===== config.mk =====
export PLATFORM = sky130hd
export DESIGN_NAME = wpot_ctrl
export DESIGN_NICKNAME = d
export VERILOG_FILES = /design/src/rtl/wpot_pkg.sv /design/src/rtl/wpot_sync.sv /design/src/rtl/wpot_core.sv /design/src/rtl/wpot_ctrl.sv
export SDC_FILE = /design/constraint.sdc
export NUM_CORES = 1
export LEC_CHECK = 0
export BUFFER_PORTS_ARGS = -buffer_cell sky130_fd_sc_hd__buf_2
export CORE_AREA = 8 8 56 49
export DETAILED_ROUTE_END_ITERATION = 16
export DIE_AREA = 0 0 64 57
export PLACE_DENSITY = 0.77
export SYNTH_ARGS = -nofsm -noshare
export SYNTH_HDL_FRONTEND = slang
export SYNTH_SLANG_ARGS = --single-unit

===== constraint.sdc =====
create_clock -name clk -period 2.06 [get_ports clk]
set_input_delay 0.103 -clock clk [delete_from_list [all_inputs] [get_ports clk]]
set_output_delay 0.103 -clock clk [all_outputs]
set_load 0.01 [all_outputs]

===== src/rtl/wpot_pkg.sv =====
package wpot_pkg;
    localparam int WIDE_W     = 8;
    localparam int NARROW_W   = 6;
    localparam int WIDE_MID   = 'h80;
    localparam int NARROW_MID = 'h10;

    // index of each line inside the synchronized input vector
    localparam int IN_SEL  = 0;
    localparam int IN_SCLK = 1;
    localparam int IN_DATA = 2;
    localparam int IN_SHDN = 3;
    localparam int IN_NUM  = 4;
endpackage


===== src/rtl/wpot_sync.sv =====
module wpot_sync #(
    parameter int             N       = 4,
    parameter logic [N-1:0]   RST_VAL = '0
) (
    input  logic         clk,
    input  logic         rst_n,
    input  logic [N-1:0] async_in,
    output logic [N-1:0] sync_out
);
    typedef struct packed {
        logic [N-1:0] s1;
        logic [N-1:0] s2;
    } sync_t;

    sync_t st_d, st_q;

    always_comb begin
        st_d    = st_q;
        st_d.s1 = async_in;
        st_d.s2 = st_q.s1;
    end

    always_ff @(posedge clk or negedge rst_n) begin
        if (!rst_n) begin
            st_q.s1 <= RST_VAL;
            st_q.s2 <= RST_VAL;
        end else begin
            st_q <= st_d;
        end
    end

    assign sync_out = st_q.s2;
endmodule


===== src/rtl/wpot_core.sv =====
module wpot_core #(
    parameter int W   = 8,
    parameter int MID = 'h80
) (
    input  logic         clk,
    input  logic         rst_n,
    input  logic         sel_lvl,
    input  logic         sclk_lvl,
    input  logic         data_lvl,
    output logic [W-1:0] code,
    output logic         load
);
    typedef struct packed {
        logic [W-1:0] sr;
        logic [W-1:0] code;
        logic         load;
        logic         sel_prev;
        logic         sclk_prev;
    } core_t;

    core_t st_d, st_q;
    logic  sel_rise, sclk_rise;

    assign sel_rise  = sel_lvl & ~st_q.sel_prev;
    assign sclk_rise = sclk_lvl & ~st_q.sclk_prev;

    always_comb begin
        st_d           = st_q;
        st_d.sel_prev  = sel_lvl;
        st_d.sclk_prev = sclk_lvl;
        st_d.load      = 1'b0;
        if (!sel_lvl && sclk_rise) begin
            st_d.sr = {st_q.sr[W-2:0], data_lvl};
        end
        if (sel_rise) begin
            st_d.code = st_q.sr;
            st_d.load = 1'b1;
        end
    end

    always_ff @(posedge clk or negedge rst_n) begin
        if (!rst_n) begin
            st_q.sr        <= '0;
            st_q.code      <= W'(MID);
            st_q.load      <= 1'b0;
            st_q.sel_prev  <= 1'b1;
            st_q.sclk_prev <= 1'b0;
        end else begin
            st_q <= st_d;
        end
    end

    assign code = st_q.code;
    assign load = st_q.load;

    // a select edge moves the shift register into the latch
    p_load_r2: assert property (@(posedge clk) disable iff (!rst_n)
        (sel_lvl && !st_q.sel_prev) |=> (st_q.code == $past(st_q.sr)));

    // without a select edge the latch keeps its value
    p_hold_r3: assert property (@(posedge clk) disable iff (!rst_n)
        !(sel_lvl && !st_q.sel_prev) |=> $stable(st_q.code));

    // with select high the shift register stays put
    p_idle_r4: assert property (@(posedge clk) disable iff (!rst_n)
        sel_lvl |=> $stable(st_q.sr));

    // the update pulse lasts a single cycle
    p_pulse_r8: assert property (@(posedge clk) disable iff (!rst_n)
        st_q.load |=> !st_q.load);

    // a select edge always raises the update pulse
    p_edge_r8: assert property (@(posedge clk) disable iff (!rst_n)
        (sel_lvl && !st_q.sel_prev) |=> st_q.load);
endmodule


===== src/rtl/wpot_ctrl.sv =====
module wpot_ctrl #(
    parameter bit WIDE         = 1'b1,
    localparam int CODE_W      = WIDE ? wpot_pkg::WIDE_W : wpot_pkg::NARROW_W,
    localparam int CODE_MID    = WIDE ? wpot_pkg::WIDE_MID : wpot_pkg::NARROW_MID
) (
    input  logic              clk,
    input  logic              rst_n,
    input  logic              sel_n,
    input  logic              sclk,
    input  logic              sdata,
    input  logic              shdn_n,
    output logic [CODE_W-1:0] wiper_code,
    output logic              shutdown,
    output logic              code_load
);
    import wpot_pkg::*;

    localparam logic [IN_NUM-1:0] SYNC_RST = IN_NUM'((1 << IN_SEL) | (1 << IN_SHDN));

    logic [IN_NUM-1:0] raw_in, lvl;

    always_comb begin
        raw_in          = '0;
        raw_in[IN_SEL]  = sel_n;
        raw_in[IN_SCLK] = sclk;
        raw_in[IN_DATA] = sdata;
        raw_in[IN_SHDN] = shdn_n;
    end

    wpot_sync #(.N(IN_NUM), .RST_VAL(SYNC_RST)) u_sync (
        .clk      (clk),
        .rst_n    (rst_n),
        .async_in (raw_in),
        .sync_out (lvl)
    );

    wpot_core #(.W(CODE_W), .MID(CODE_MID)) u_core (
        .clk      (clk),
        .rst_n    (rst_n),
        .sel_lvl  (lvl[IN_SEL]),
        .sclk_lvl (lvl[IN_SCLK]),
        .data_lvl (lvl[IN_DATA]),
        .code     (wiper_code),
        .load     (code_load)
    );

    assign shutdown = ~lvl[IN_SHDN];

    // shutdown never disturbs the latch on its own
    p_shut_keep_r6: assert property (@(posedge clk) disable iff (!rst_n)
        (!code_load && $changed(shutdown)) |-> $stable(wiper_code));
endmodule


After elaboration in Yosys (flattened, before gate mapping)
Cells that the tools add are included.
{"block": "totals", "word_cells": 15, "reg_bits": 27}
{"block": "op_classes", "mux": 1, "bitwise_logic": 5, "reduce_logical": 2}
{"operator": "$not 1->1", "n": 3}
{"operator": "$and 1x1->1", "n": 2}
{"operator": "$logic_and 1x1->1", "n": 1}
{"operator": "$logic_not 1->1", "n": 1}
{"operator": "$mux 1", "n": 1}

Depth between registers and ports, before layout
{"block": "logic_depth", "word_depth": 3, "ltp_mapped": 3}

By module
Synthesis repeated with hierarchy kept, for this count alone.
{"block": "hier_totals", "cells_unflattened": 55, "area_unflattened_um2": 959.7}
{"module": "wpot_core", "cells_each": 46, "n_inst": 1, "seq_area_each_um2": 478.0, "area_per_inst_um2": 750.7}
{"module": "wpot_sync", "cells_each": 8, "n_inst": 1, "seq_area_each_um2": 205.2, "area_per_inst_um2": 205.2}
{"module": "wpot_ctrl", "cells_each": 1, "n_inst": 1, "seq_area_each_um2": 0.0, "area_per_inst_um2": 3.8}

Worst setup path before layout
OpenSTA, ideal clock, no wires.
{"block": "synth_timing", "path_type": "reg2reg", "from": "register u_sync.st_q (netlist bit u_sync.sync_out[0])", "to": "register, netlist name u_core.code[0]", "arrival_ns": 1.142, "path_stages_with_launch": 4, "required_time_ns": 1.935, "n_path_buf": 1, "setup_ns": 0.125, "path_slack_ns": 0.793, "path_cell_list": "dfstp_2 nor2b_1 buf_4 mux2_2"}
{"block": "synth_between", "elab_chain_len": 1}
{"item": "start, declared", "line_no": "wpot_sync.sv:15", "text": "sync_t st_d, st_q;"}
{"item": "start signal, assigned", "line_no": "wpot_sync.sv:28", "text": "st_q <= st_d;"}
{"item": "$and 1x1->1", "line_no": "wpot_core.sv:24", "text": "assign sel_rise = sel_lvl & ~st_q.sel_prev;"}
{"item": "named net u_core.sel_rise", "line_no": "wpot_core.sv:22", "text": "logic sel_rise, sclk_rise;"}
The timed path passes the listed nets, and every way through them passes these cells.
A chain may end at the register's enable or synchronous reset.

Worst setup path after layout
{"block": "layout_timing", "from": "register u_sync.st_q (netlist bit u_sync.sync_out[0])", "to": "register, netlist name u_core.code[4]"}
{"block": "layout_between", "elab_chain_len": 1}
{"item": "$and 1x1->1", "line_no": "wpot_core.sv:24"}
Every way passes these cells.

==> results.sh <==
export IMPL_status="complete, no violations"
export IMPL_worstReg2RegEnd="u_core.code[4]"
export IMPL_dp_hpwl_um=815
export IMPL_swShare_pct=26.1
export IMPL_grt_pass1_wl_um=1990
export IMPL_grt_max_degree=28
export IMPL_min_period_ns=1.34
export IMPL_ir_drop_uv=671
export IMPL_worstMarginPinSlew_ns=0.559
export IMPL_p_clk_share_pct=17.2
export IMPL_clk_latency_ns=0.31
export IMPL_wire_per_inst_um=12.7
export IMPL_wl_met3_um=66
export IMPL_synth_seq_cells=27
export IMPL_reg2reg_from="u_sync.sync_out[0]"
export IMPL_finalSetupViolations=0
export IMPL_startpoint_type="flip-flop"
export IMPL_htree_levels=1
export IMPL_fp_dieW_um=64
export IMPL_maxUsedRoutingLayer="met4"
export IMPL_grtUsageTotal_pct=7.00
export IMPL_clkSinkCount=27
export IMPL_leakagePower_nw=0.509
export IMPL_wl_met1_um=583
export IMPL_tns_ns=0
export IMPL_avgSynthCellArea_um2=17.4
export IMPL_worstPathRequired_ns=2.27
export IMPL_drtIter0Drc=5
export IMPL_grt_overflow_total=0
export IMPL_path_max_fanout=9
export IMPL_totalWireLength_um=1220
export IMPL_cts_root_buffer="clkbuf_4"
export IMPL_slew_viol_final=0
export IMPL_ant_nets=0
export IMPL_yosysUniqueCellTypes=7
export IMPL_std_cell_rows=15
export IMPL_num_vias=442
export IMPL_ys_seq_area_share_pct=71.2
export IMPL_grt_pass1_vias=469
export IMPL_ys_top_cells_by_area="dfrtp_1, mux2_2, dfstp_2"
export IMPL_cts_buffers=3
export IMPL_fp_dieArea_um2=3650
export IMPL_core_region_area_um2=1930
export IMPL_p_comb_share_pct=21.9
export IMPL_startpoint="u_sync.sync_out[0]"
export IMPL_rsz0062_at_grt="no"
export IMPL_r2r_cells=3
export IMPL_synthCells=55
export IMPL_skew_ns=0.00365
export IMPL_antenna_cells=0
export IMPL_power_density_nw_per_um2=1140
export IMPL_synthesis_area_um2=960
export IMPL_via_per_inst=4.60
export IMPL_hold_class="in -> async"
export IMPL_switchingPower_uw=323
export IMPL_io_buffers=15
export IMPL_drc=0
export IMPL_p_seq_share_pct=60.9
export IMPL_instances_no_fill=96
export IMPL_cts_tree="built"
export IMPL_period_share_pct=64.8
export IMPL_clk_pin_slew_ns=0.13
export IMPL_intPower_uw=912
export IMPL_cp_end_kind="flip-flop"
export IMPL_syn_nets=61
export IMPL_initial_core_util_pct=49.6
export IMPL_place_inst=87
export IMPL_die_height_um=57
export IMPL_maxSlewHeadroom_pct=62.7
export IMPL_critical_path_class="reg -> reg"
export IMPL_io_pins=16
export IMPL_drv_cap=0
export IMPL_antenna_found_initial=0
export IMPL_cts_resized=0
export IMPL_num_fill_cells=159
export IMPL_clockBufferDepth=2
export IMPL_place_congestion=0.673
export IMPL_dr_pass1_iters=3
export IMPL_yosysTopAreaCellShare_pct=54.8
export IMPL_yosysTopAreaCell="dfrtp_1"
export IMPL_area_growth_pct=12.8
export IMPL_fin_nets=78
export IMPL_fmax_mhz=749
export IMPL_post_route_cells_drive_above_1_share_pct=59.2
export IMPL_crit_end="u_core.code[4]"
export IMPL_ff2ff_setup_slack_ns=0.72
export IMPL_synth_warnings=0
export IMPL_hold_viol=0
export IMPL_dr_wl_met2_um=561
export IMPL_worst_ep_arrival_time_ns=1.54
## critical path: stages, from the launching register on
cell and delay (ns):
dfstp_2 0.58, nor2b_1 0.13, buf_4 0.18, mux2_2 0.35
## power by group through the flow
stage | Combinational [mW] | Clock, mW | Sequential [mW]
2_1_floorplan | 0.260 | 0 | 0.744
5_1_grt | 0.295 | 0.236 | 0.772
3_3_place_gp | 0.262 | 0 | 0.759
3_5_place_dp | 0.269 | 0 | 0.765
6_report | 0.270 | 0.213 | 0.752
4_1_cts | 0.279 | 0.222 | 0.755
## synth_stat cells, drive strengths merged
library cell  instances
buf                   9
dfstp                 6
dfrtp                21
inv                   1
nor3b                 1
nor2b                 1
mux2                 16
## through the flow
stage                     instance area (um^2)  utilization, %  hold WS [ns]  power (mW)  setup WS, ns
after floorplan                            960               -        -0.193        1.00         0.793
after global placement                    1010            52.0         0.124        1.02         0.742
after detailed placement                  1010            52.0         0.129        1.03         0.732
after CTS                                 1080            56.0         0.313        1.26         0.701
after global routing                      1080            56.0         0.372        1.30         0.666
final                                     1080            56.0         0.312        1.24         0.724
## what timing repair did
item | CTS | global route
endpoints found under the hold margin | 25 | 0
hold buffers | 5 | 0
setup buffers | 0 | 0
## cells by family after synthesis
| logic type | after synthesis | synth area share (%) |
|---|---|---|
| muxes | 16 | 18.8 |
| DFF | 27 | 71.2 |
| and+or+nand+nor | 2 | 2.61 |
| buffers and inverters | 10 | 7.43 |
## cell usage in the layout, fill, tap and decap left out
cell type      synthesis  layout
clkbuf_1               0       1
buf_2                  0      15
nor2b_1                1       1
nor3b_4                1       1
dlygate4sd3_1          0       5
clkbuf_4               0       3
dfrtp_1               21      21
mux2_2                16      16
inv_1                  1       1
buf_4                  9       1
dfstp_2                6       6
## final cells by class
class	instances	area, um^2	share of cell area, %
Sequential cell	27	683	63.1
Inverter	1	3.75	0.347
Clock buffer	4	26.3	2.43
Multi-Input combinational cell	18	205	19.0
Timing Repair Buffer	21	133	12.3
Tap cell	25	31.3	2.89
## metal layers
metal  GRT usage (%)  vias to the layer above
met1            8.48                      225
met4            4.76                        0
met5               0                        -
met3            2.34                        2
met2            10.3                        9
li1                -                      206
## worst min path at each step
stage	cells after the start	startpoint	end
final	2	rst_n	u_core.code[3]
after global placement	1	rst_n	u_sync.st_d[1]
after floorplan	0	rst_n	u_core.code[0]
after detailed placement	1	rst_n	u_sync.st_d[1]
after global routing	2	rst_n	u_core.code[3]
after CTS	2	rst_n	u_sync.st_d[1]
## sequential cells by signal (all words and copies together), names as in the netlist
name	flops
u_core.st_q	10
u_core.load	1
u_sync.st_d	4
u_core.code	8
u_sync.sync_out	4
(Power assumes the default switching activity.)
